**src/rtl/mmflash_pkg.sv**
```systemverilog
package mmflash_pkg;

  localparam int OPC_W   = 8;
  localparam int SETUP_W = 14;
  localparam int ADDR_MAX_W = 32;
  localparam int TX_W    = OPC_W + ADDR_MAX_W;
  localparam int CNT_W   = $clog2(TX_W);

  typedef enum logic [1:0] {
    PH_IDLE  = 2'd0,
    PH_CMD   = 2'd1,
    PH_DUMMY = 2'd2,
    PH_DATA  = 2'd3
  } phase_t;

  typedef enum logic [1:0] {
    LN_ONE  = 2'd0,
    LN_TWO  = 2'd1,
    LN_FOUR = 2'd2
  } lanes_t;

  // field order follows the setup word bit layout (MSB first)
  typedef struct packed {
    logic [1:0] mode;
    logic [1:0] dummy;
    logic [1:0] aw;
    logic [7:0] opcode;
  } setup_t;

  typedef struct packed {
    logic   load;
    logic   shift;
    logic   sample;
    logic   finish;
    logic   reject;
    lanes_t lanes;
  } strobes_t;

  function automatic lanes_t modeToLanes(input logic [1:0] m);
    case (m)
      2'd1:    return LN_TWO;
      2'd3:    return LN_FOUR;
      default: return LN_ONE;
    endcase
  endfunction

endpackage

```
**src/rtl/mmflash_ctrl.sv**
```systemverilog
module mmflash_ctrl
  import mmflash_pkg::*;
(
  input  logic     clk,
  input  logic     rstN,
  input  logic     rdReq,
  input  logic     targetOk,
  input  setup_t   selSetup,
  output strobes_t stb,
  output logic     sclk,
  output logic [3:0] ioOe,
  output logic     busy,
  output logic     rdReady
);

  phase_t           phase;
  logic             half;
  logic [CNT_W-1:0] cnt;
  logic [1:0]       dummyQ;
  lanes_t           lanesQ;
  logic             sclkQ;

  logic [CNT_W-1:0] cmdLast;
  logic [CNT_W-1:0] dummyLast;
  logic [CNT_W-1:0] dataLast;

  always_comb begin
    cmdLast   = CNT_W'({selSetup.aw, 3'b111}) + CNT_W'(8);
    dummyLast = CNT_W'({dummyQ, 3'b000}) - CNT_W'(1);
    case (lanesQ)
      LN_TWO:  dataLast = CNT_W'(15);
      LN_FOUR: dataLast = CNT_W'(7);
      default: dataLast = CNT_W'(31);
    endcase
  end

  always_comb begin
    stb       = '0;
    stb.lanes = lanesQ;
    if (phase == PH_IDLE) begin
      if (rdReq) begin
        stb.load   = targetOk;
        stb.reject = !targetOk;
      end
    end else if (!half) begin
      stb.sample = (phase == PH_DATA);
    end else begin
      stb.shift  = (phase == PH_CMD);
      stb.finish = (phase == PH_DATA) && (cnt == '0);
    end
  end

  always_ff @(posedge clk or negedge rstN) begin
    if (!rstN) begin
      phase  <= PH_IDLE;
      half   <= 1'b0;
      cnt    <= '0;
      dummyQ <= '0;
      lanesQ <= LN_ONE;
      sclkQ  <= 1'b0;
    end else if (phase == PH_IDLE) begin
      if (rdReq && targetOk) begin
        phase  <= PH_CMD;
        half   <= 1'b0;
        cnt    <= cmdLast;
        dummyQ <= selSetup.dummy;
        lanesQ <= modeToLanes(selSetup.mode);
      end
    end else if (!half) begin
      half  <= 1'b1;
      sclkQ <= 1'b1;
    end else begin
      half  <= 1'b0;
      sclkQ <= 1'b0;
      if (cnt != '0) begin
        cnt <= cnt - CNT_W'(1);
      end else begin
        case (phase)
          PH_CMD: begin
            if (dummyQ != 2'd0) begin
              phase <= PH_DUMMY;
              cnt   <= dummyLast;
            end else begin
              phase <= PH_DATA;
              cnt   <= dataLast;
            end
          end
          PH_DUMMY: begin
            phase <= PH_DATA;
            cnt   <= dataLast;
          end
          default: phase <= PH_IDLE;
        endcase
      end
    end
  end

  assign sclk    = sclkQ;
  assign ioOe    = (phase == PH_CMD) ? 4'b0001 : 4'b0000;
  assign busy    = (phase != PH_IDLE);
  assign rdReady = (phase == PH_IDLE);

  // the data phase never counts past the length its line count allows
  p_data_len_r5: assert property (@(posedge clk) disable iff (!rstN)
    (phase == PH_DATA) |-> (cnt <= dataLast));

endmodule

```
**src/rtl/mmflash_dp.sv**
```systemverilog
module mmflash_dp
  import mmflash_pkg::*;
#(
  parameter int NUM_CS = 4,
  parameter int ADDR_W = 24,
  parameter int CODE_W = 3,
  parameter int IDX_W  = 2
) (
  input  logic              clk,
  input  logic              rstN,
  input  logic              setupWe,
  input  logic [IDX_W-1:0]  setupIdx,
  input  logic [SETUP_W-1:0] setupData,
  input  logic              switchWe,
  input  logic              switchData,
  input  logic [CODE_W-1:0] csCode,
  input  logic [ADDR_W-1:0] rdAddr,
  input  logic [3:0]        ioIn,
  input  strobes_t          stb,
  output setup_t            selSetup,
  output logic              targetOk,
  output logic              switchOn,
  output logic [NUM_CS-1:0] csN,
  output logic              txBit,
  output logic              rdValid,
  output logic              rdErr,
  output logic [31:0]       rdData
);

  setup_t setupAll [NUM_CS];

  for (genvar i = 0; i < NUM_CS; i++) begin : g_setup
    setup_t q;
    always_ff @(posedge clk or negedge rstN) begin
      if (!rstN)
        q <= '0;
      else if (setupWe && setupIdx == IDX_W'(i))
        q <= setup_t'(setupData);
    end
    assign setupAll[i] = q;
  end

  logic switchQ;
  always_ff @(posedge clk or negedge rstN) begin
    if (!rstN)         switchQ <= 1'b0;
    else if (switchWe) switchQ <= switchData;
  end
  assign switchOn = switchQ;

  logic             codeValid;
  logic [IDX_W-1:0] selIdx;
  assign codeValid = (csCode != '0) && (csCode <= CODE_W'(NUM_CS));
  assign selIdx    = IDX_W'(csCode - CODE_W'(1));
  assign selSetup  = codeValid ? setupAll[selIdx] : '0;
  assign targetOk  = codeValid && switchQ;

  // address moved up so that its first byte to send sits just below the opcode
  logic [ADDR_MAX_W-1:0] addrWide;
  logic [ADDR_MAX_W-1:0] addrAligned;
  assign addrWide    = ADDR_MAX_W'(rdAddr);
  assign addrAligned = addrWide << {~selSetup.aw, 3'b000};

  logic [TX_W-1:0] txQ;
  always_ff @(posedge clk or negedge rstN) begin
    if (!rstN)          txQ <= '0;
    else if (stb.load)  txQ <= {selSetup.opcode, addrAligned};
    else if (stb.shift) txQ <= {txQ[TX_W-2:0], 1'b0};
  end
  assign txBit = txQ[TX_W-1];

  logic [31:0] rxQ;
  always_ff @(posedge clk or negedge rstN) begin
    if (!rstN) begin
      rxQ <= '0;
    end else if (stb.sample) begin
      case (stb.lanes)
        LN_TWO:  rxQ <= {rxQ[29:0], ioIn[1:0]};
        LN_FOUR: rxQ <= {rxQ[27:0], ioIn};
        default: rxQ <= {rxQ[30:0], ioIn[1]};
      endcase
    end
  end

  // first byte received lands in the lowest byte lane
  logic [31:0] swapped;
  for (genvar b = 0; b < 4; b++) begin : g_swap
    assign swapped[8*b +: 8] = rxQ[31-8*b -: 8];
  end

  always_ff @(posedge clk or negedge rstN) begin
    if (!rstN)            csN <= '1;
    else if (stb.load)    csN <= ~(NUM_CS'(1) << selIdx);
    else if (stb.finish)  csN <= '1;
  end

  always_ff @(posedge clk or negedge rstN) begin
    if (!rstN) begin
      rdValid <= 1'b0;
      rdErr   <= 1'b0;
      rdData  <= '0;
    end else begin
      rdValid <= stb.finish | stb.reject;
      if (stb.finish) begin
        rdErr  <= 1'b0;
        rdData <= swapped;
      end else if (stb.reject) begin
        rdErr  <= 1'b1;
        rdData <= '0;
      end
    end
  end

  // at most one chip select active
  p_single_cs_r7: assert property (@(posedge clk) disable iff (!rstN)
    $onehot0(~csN));

  // a refused read carries an all-zero word
  p_reject_zero_r9: assert property (@(posedge clk) disable iff (!rstN)
    (rdValid && rdErr) |-> (rdData == '0));

endmodule

```
**src/rtl/mmflash_reader.sv**
```systemverilog
module mmflash_reader
  import mmflash_pkg::*;
#(
  parameter int NUM_CS = 4,
  parameter int ADDR_W = 24
) (
  input  logic                         clk,
  input  logic                         rstN,
  input  logic                         setupWe,
  input  logic [$clog2(NUM_CS)-1:0]    setupIdx,
  input  logic [13:0]                  setupData,
  input  logic                         switchWe,
  input  logic                         switchData,
  input  logic [$clog2(NUM_CS+1)-1:0]  csCode,
  input  logic                         rdReq,
  input  logic [ADDR_W-1:0]            rdAddr,
  output logic                         rdReady,
  output logic                         rdValid,
  output logic [31:0]                  rdData,
  output logic                         rdErr,
  output logic                         sclk,
  output logic [NUM_CS-1:0]            csN,
  output logic [3:0]                   ioOut,
  output logic [3:0]                   ioOe,
  input  logic [3:0]                   ioIn,
  output logic                         mmapOwnsPins
);

  localparam int CODE_W = $clog2(NUM_CS + 1);
  localparam int IDX_W  = $clog2(NUM_CS);

  strobes_t stb;
  setup_t   selSetup;
  logic     targetOk;
  logic     switchOn;
  logic     busy;
  logic     txBit;

  mmflash_ctrl u_ctrl (
    .clk      (clk),
    .rstN     (rstN),
    .rdReq    (rdReq),
    .targetOk (targetOk),
    .selSetup (selSetup),
    .stb      (stb),
    .sclk     (sclk),
    .ioOe     (ioOe),
    .busy     (busy),
    .rdReady  (rdReady)
  );

  mmflash_dp #(
    .NUM_CS (NUM_CS),
    .ADDR_W (ADDR_W),
    .CODE_W (CODE_W),
    .IDX_W  (IDX_W)
  ) u_dp (
    .clk        (clk),
    .rstN       (rstN),
    .setupWe    (setupWe),
    .setupIdx   (setupIdx),
    .setupData  (setupData),
    .switchWe   (switchWe),
    .switchData (switchData),
    .csCode     (csCode),
    .rdAddr     (rdAddr),
    .ioIn       (ioIn),
    .stb        (stb),
    .selSetup   (selSetup),
    .targetOk   (targetOk),
    .switchOn   (switchOn),
    .csN        (csN),
    .txBit      (txBit),
    .rdValid    (rdValid),
    .rdErr      (rdErr),
    .rdData     (rdData)
  );

  assign ioOut        = {3'b000, txBit};
  assign mmapOwnsPins = switchOn | busy;

  // a select is low exactly while a sequence runs
  p_cs_tracks_busy_r7: assert property (@(posedge clk) disable iff (!rstN)
    busy == !(&csN));

  // no clock pulse without a selected device
  p_sclk_needs_cs_r2: assert property (@(posedge clk) disable iff (!rstN)
    sclk |-> !(&csN));

  // the pins stay with this block while any select is low
  p_owner_held_r10: assert property (@(posedge clk) disable iff (!rstN)
    !(&csN) |-> mmapOwnsPins);

endmodule

```
**config.mk**
```make
export PLATFORM = sky130hd
export DESIGN_NAME = mmflash_reader
export DESIGN_NICKNAME = d
export VERILOG_FILES = /design/src/rtl/mmflash_pkg.sv /design/src/rtl/mmflash_ctrl.sv /design/src/rtl/mmflash_dp.sv /design/src/rtl/mmflash_reader.sv
export SDC_FILE = /design/constraint.sdc
export NUM_CORES = 1
export LEC_CHECK = 0
export ABC_CLOCK_PERIOD_IN_PS = 3000
export CORE_ASPECT_RATIO = 1.2
export CORE_MARGIN = 3
export CORE_UTILIZATION = 30
export CTS_CLUSTER_DIAMETER = 50
export DETAILED_ROUTE_END_ITERATION = 8
export PLACE_DENSITY = 0.58
export REMOVE_ABC_BUFFERS = 1
export SYNTH_ARGS = -nofsm -noshare
export SYNTH_HDL_FRONTEND = slang
export SYNTH_SLANG_ARGS = --single-unit
```
**constraint.sdc**
```tcl
create_clock -name clk -period 3 [get_ports clk]
set_clock_uncertainty 0.15 [all_clocks]
set_input_delay 0.75 -clock clk [delete_from_list [all_inputs] [get_ports clk]]
set_output_delay 0.75 -clock clk [all_outputs]
set_load 0.02 [all_outputs]
```
**Word level (Yosys, flattened, before mapping)**

Cells that the tools add are included.

- Bits of input ports: 53
- Output and inout bits: 49
- Register bits: 181
- Word-level logic and storage cells: 117

- Multiplexer cells: 39
- Equality and inequality tests: 12
- Shift-type cells: 2
- Add/subtract/negate cells: 4
- Bitwise operators: 5
- $lt $le $gt $ge: 2
- Reduce and logical (&&, ||, !) cells: 24

Operator list:

| cell | number |
|---|---|
| 2-to-1 mux 40 bit | 2 |
| 2-to-1 mux 32 bit | 2 |
| case mux 32 bit (2 select lines) | 1 |
| 2-to-1 mux 14 bit | 3 |
| left shift 24 x 5 -> 32 bit | 1 |
| 2-to-1 mux 6 bit | 5 |
| binary-select mux 14 bit (select 2 bit) | 1 |
| 2-to-1 mux 1 bit | 14 |
| equality test 2 bit (second input constant) | 6 |
| case mux 6 bit (2 select lines) | 1 |
| nonzero test 2 bit | 6 |
| case mux 5 bit (2 select lines) | 1 |
| equality test 2 x 1 -> 1 bit (second input constant) | 4 |
| logical AND 1 bit | 8 |
| 2-to-1 mux 2 bit | 4 |
| 2-to-1 mux 4 bit | 2 |
| case mux 2 bit (2 select lines) | 2 |
| adder 5 x 4 -> 6 bit (second input constant) | 1 |
| logical NOT 6 bit | 1 |
| AND reduction 3 bit | 2 |
| nonzero test 6 bit | 1 |
| subtractor 5 x 1 -> 6 bit (second input constant) | 1 |
| subtractor 6 x 1 -> 6 bit (second input constant) | 1 |
| logical NOT 2 bit | 2 |
| 15 further kinds | 16 |

**Depth between registers and ports, before layout**

- Depth in word-level cells: 9
- Depth in mapped cells: 10
- Depth with buffers taken out: 7

**Hierarchy**

A second synthesis with hierarchy kept.

- Cell total of the unflattened synthesis: 813
- Area total of the unflattened synthesis: 9181.3 um^2

Modules (own cells, without submodules):

| module | times used | seq. area each (um^2) | area each (um^2) | cells each |
|---|---|---|---|---|
| mmflash_dp | 1 | 4184.0 | 8189.1 | 705 |
| mmflash_ctrl | 1 | 350.3 | 952.2 | 102 |
| mmflash_reader | 1 | 0.0 | 40.0 | 6 |

**Least setup slack after synthesis**

OpenSTA, ideal clock, no wires.

- Path kind: input to register
- From: input csCode[0]
- To: register u_dp.txQ[14]
- Required time: 2724 ps
- Buffers on the path: 4
- Library setup time: 126 ps
- Arrival time: 2536 ps
- Slack: 188 ps
- Stages: 9
- Cells stage by stage: buf_6 > inv_1 > ha_1 > clkbuf_1 > mux4_2 > and4_1 > buf_6 > buf_6 > a221o_1

- Longest elaborated chain between the ends: 9
- Elaborated cells on any way between the ends: 16
- Classes of those cells: 1 x add/sub; 1 x order compare; 1 x shift; 7 x mux; 2 x bitwise; 4 x reduce/logical

RTL lines:

| element | RTL line | RTL |
|---|---|---|
| start: declaration | mmflash_reader.sv:14 | `input logic [$clog2(NUM_CS+1)-1:0] csCode,` |
| subtractor 2 x 1 -> 2 bit | mmflash_dp.sv:53 | `assign selIdx = IDX_W'(csCode - CODE_W'(1));` |
| inverter 2 -> 3 bit (implied by the code) | mmflash_dp.sv:54 | `assign selSetup = codeValid ? setupAll[selIdx] : '0;` |
| binary-select mux 14 bit (select 2 bit) | mmflash_dp.sv:54 |  |
| 2-to-1 mux 14 bit (implied by the code) (2 in a row) | mmflash_dp.sv:54 |  |
| 2-to-1 mux 14 bit | mmflash_dp.sv:54 |  |
| inverter 2 bit | mmflash_dp.sv:61 | `assign addrAligned = addrWide << {~selSetup.aw, 3'b000};` |
| left shift 24 x 5 -> 32 bit | mmflash_dp.sv:61 |  |
| 2-to-1 mux 40 bit | mmflash_dp.sv:66 | `else if (stb.load) txQ <= {selSetup.opcode, addrAligned};` |
| end signal: assignment | mmflash_dp.sv:66 |  |
| end signal: assignment | mmflash_dp.sv:67 | `else if (stb.shift) txQ <= {txQ[TX_W-2:0], 1'b0};` |
| end: declaration | mmflash_dp.sv:63 | `logic [TX_W-1:0] txQ;` |

Several ways; a longest one is shown, not always the timed one. The select of a mux whose other input is x is not followed.
A chain may end at the register's enable or synchronous reset.

**Worst setup path in the final report**

- From: register u_ctrl.phase[1]
- To: output rdReady

- Longest elaborated chain between the ends: 1

RTL lines:

| element | RTL line | RTL |
|---|---|---|
| start: declaration | mmflash_ctrl.sv:16 | `phase_t phase;` |
| start signal: assignment | mmflash_ctrl.sv:55 | `phase <= PH_IDLE;` |
| start signal: assignment | mmflash_ctrl.sv:63 | `phase <= PH_CMD;` |
| start signal: assignment | mmflash_ctrl.sv:81 | `phase <= PH_DUMMY;` |
| logical NOT 2 bit | mmflash_ctrl.sv:101 | `assign rdReady = (phase == PH_IDLE);` |
| end: declaration | mmflash_reader.sv:17 | `output logic rdReady,` |

Every way passes these cells.

==> metrics list <==
* Flops & latches, synth: 181
- Worst Path Class, Setup: flip-flop to output port
* Unrepaired setup endpoints after global routing: false
- Setup fix buffers added after clock tree synthesis: 0
- I/O Buffers: 95
* Async S/R FF share, synth: 100%
- Maximum clock path buffer count: 2
- Static timing analysis puts the maximum clock frequency at 0.355 GHz.
- Max_slew headroom: 59.6%
- The most used flip-flop cell after synthesis is dfrtp_1.
- The synthesized netlist occupies a cell area of 0.00877 mm2.
- Cells after synthesis: 800
- After the first detailed-routing iteration, the DRC count stood at 399.
* Routability Congestion: 0.761
- Worst Max-Slew Pin Slew: 0.606 ns
- Final hold slack: 0.156 ns
- GRT Resource Usage Total: 14.2%
- The first global-routing pass estimated 36.2 mm of wire.
- In this run the core area contains 67 standard-cell rows.
- Lkg Pwr: 4.55 nW
* Clock tree from TritonCTS: built
* Number of distinct library cells after synthesis: 61
- In this run the horizontal extent of the chip is 162 um.
- Die outline area: 0.0313 mm2
- From bottom edge to top edge, the die measures 193 um.
- Averaged over all synthesized cells, the footprint is 11.0 um2.
- The H-tree was split into 4 levels.
- The net count of the finished layout is 967.
- Max-cap violations: 0
- In this run the remaining antenna-violating nets after routing total 0.
- The largest individual stage delay along the critical path comes from the cell clkdlybuf4s50_1.
* Number of inserted filler cells in the final layout: 2,820
* Worst VDD drop: 552 uV
- Summing the sequential cell areas from Yosys gives 51.7% of the chip area.
* Min cycle time layout: 2.82 ns
- Element type at the critical path start: flip-flop
* Area of the core: 0.0283 mm2
- Entering global routing, the biggest net connects 70 pins.
* Number of cells in the design after placement: 1,261
- WL/cell: 17.0 um
- Capturing element type of the critical path: output port
* Power Density: 760 mW/mm2
- The run finished with clean final reports.
- Num ports: 102
- Count of non-filler cells in the finished layout: 1,293
- In the final layout, the share of cells above drive strength 1 is 18.4%.
- The worst hold path belongs to the class input port to asynchronous set/reset pin.
* Clock sinks: 181
- 0 antenna diodes ended up in the layout.
* DRC violation count after routing: 0
- Cell area after layout: 0.0109 mm2
- Walking the worst path, the cells encountered are inv_1 -> ha_1 -> clkdlybuf4s50_1.
- Along the worst path, the maximum fanout reaches 8.
- Number of synthesized flops with an enable pin: 0
* Overflow after GRT: 0
- The number of hold buffers added after CTS was 0.
- Routed vias: 6,547
- The number of gates resized after CTS was 0.
- During synthesis, Yosys emitted a total of 0 warnings.
* Total detailed-routing wirelength: 22.0 mm
- For this run, the detailed router's first-pass iteration total came to 5.
* Master cell of the clock root buffer: clkbuf_16
- Data arrival, critical path: 1.92 ns
- The placed instances occupy a cell area of 0.0103 mm2.
- The later pin in the worst-skew pair is clocked with a latency of 0.44 ns.
* Fraction of the cycle the final worst path needs: 93.9%
- The total count of max-transition violations in the final report was 0.
- Core Util, Final: 38.6%
- Setup violation total in the final timing report: 0
- Count of endpoints failing hold in the final timing report: 0
- Starting density of the core: 31.0%
* Clock buffer count from CTS: 17
- Via density: 5.06
- The area growth from synthesis to layout is 24.6%.
- The number of antenna violations at the first check in global routing was 1.
* Post-CTS clock slew at the launch and capture registers of the worst setup and hold paths: 0.07 ns
* Data required, critical path: 2.10 ns
- Number of global-route vias before repair: 6,711
- Detailed placement ended at an HPWL of 14.9 mm.
- The largest single stage delay on the critical path is 0.65 ns.
==> cell type report <==
| cell class | count | area [um2] | share of cell area (%) |
|---|---|---|---|
| sequential | 181 | 4530 | 41.5 |
| multi-input combinational | 547 | 3910 | 35.7 |
| timing repair buffer | 143 | 1380 | 12.6 |
| clock buffer | 22 | 474 | 4.34 |
| tap | 379 | 474 | 4.34 |
| clock inverter | 10 | 121 | 1.11 |
| inverter | 11 | 41.3 | 0.378 |
==> sequential cells by signal (all words and copies together), names as in the netlist <==
name	flops
u_ctrl.cnt	6
u_ctrl.dummyQ	2
u_ctrl.half	1
u_ctrl.lanesQ	2
u_ctrl.phase	2
u_ctrl.sclk	1
u_dp.csN	4
u_dp.g_setup.q	56
u_dp.rdData	32
u_dp.rdErr	1
u_dp.rdValid	1
u_dp.rxQ	32
u_dp.switchOn	1
u_dp.txQ	40
==> stage by stage <==
stage | TNS (ns) | total power (W) | setup slack, ns
detailed placement | -11.14 | 0.00610 | -0.264
global route | 0 | 0.00885 | 0.0135
global placement | -7.43 | 0.00605 | -0.177
CTS | 0 | 0.00839 | 0.145
finish | 0 | 0.00831 | 0.183
floorplan | -13.10 | 0.00511 | -0.354
==> cell usage in the layout (no fill, tap or decap), types with 5 or more instances in the layout <==
master / Yosys / final
conb_1: 1 / 6
a21o_1: 11 / 11
o21ai_0: 44 / 44
clkdlybuf4s50_1: 0 / 94
a22o_1: 33 / 33
inv_1: 10 / 10
o21ai_1: 9 / 9
mux4_2: 15 / 15
o32ai_1: 11 / 11
nor2_1: 49 / 48
mux2_2: 57 / 57
a2bb2oi_1: 7 / 7
nand2b_1: 8 / 8
buf_4: 8 / 43
clkbuf_16: 0 / 17
a22oi_1: 32 / 32
dfrtp_1: 177 / 177
a31oi_1: 9 / 8
nor2b_1: 8 / 8
o22ai_1: 9 / 9
a21oi_1: 49 / 49
nor3_1: 19 / 19
a221o_1: 8 / 8
nand2_1: 86 / 85
nor4_1: 6 / 6
mux2i_1: 16 / 16
ha_1: 13 / 12
buf_12: 0 / 5
==> report_power, final <==
group	internal, W	switching [W]
Sequential	0.00305	0.000423
Combinational	0.00118	0.00140
Clock	0.00130	0.000953
Total	0.00553	0.00277
==> per-layer routing <==
metal,track usage [%],share of wire (%),vias to the layer above
li1,-,-,3131
met1,17.3,42,3295
met2,24.8,52,95
met3,3.32,4.0,24
met4,4.58,1.9,2
met5,0,0.059,-
==> cells in the mapped netlist (9+ instances only) <==
cell type | n | area [um2]
a21o_1 | 11 | 82.6
a21oi_1 | 49 | 245
a22o_1 | 33 | 289
a22oi_1 | 32 | 240
a31oi_1 | 9 | 56.3
buf_2 | 11 | 55.1
clkbuf_1 | 36 | 135
dfrtp_1 | 177 | 4430
ha_1 | 13 | 163
inv_1 | 10 | 37.5
mux2_2 | 57 | 642
mux2i_1 | 16 | 160
mux4_2 | 15 | 338
nand2_1 | 86 | 323
nor2_1 | 49 | 184
nor3_1 | 19 | 95.1
o21ai_0 | 44 | 220
o21ai_1 | 9 | 45.0
o22ai_1 | 9 | 56.3
o32ai_1 | 11 | 96.3
==> logic make-up (layout without fill, tap and decap cells) <==
family,after synthesis,count (layout),share of synthesized area (%)
adders and majority gates,13,13,1.85
DFF,181,181,51.7
muxes,88,88,13.0
xor gates and xnor gates,2,2,0.285
AOI/OAI and AO/OA,238,238,18.3
and+or+nand+nor,200,200,10.5
other,1,6,0.0427
buffers and inverters,77,186,4.31
==> final timing paths <==
kind | endpoint | cells after the start | slack, ns | startpoint
worst min register to register | u_dp.rxQ[31] | 2 | 0.33 | u_dp.rxQ[31]
worst min-delay path | u_dp.g_setup[1].q[5] | 1 | 0.16 | rstN
worst max-delay path | rdReady | 3 | 0.18 | u_ctrl.phase[1]
worst max register to register | u_ctrl.cnt[2] | 9 | 0.54 | u_ctrl.phase[1]
max in group asynchronous | u_dp.txQ[16] | 2 | 1.82 | rstN
min in group clk | u_dp.rxQ[31] | 2 | 0.33 | u_dp.rxQ[31]
==> critical path, delay by kind of cell (launching register included) <==
family | cells | cell delay (ns)
flip-flops | 1 | 0.40
buffers and inverters | 2 | 0.77
adder cells (fa/ha/maj) | 1 | 0.31
No activity file was read; power rests on OpenSTA's default activity.
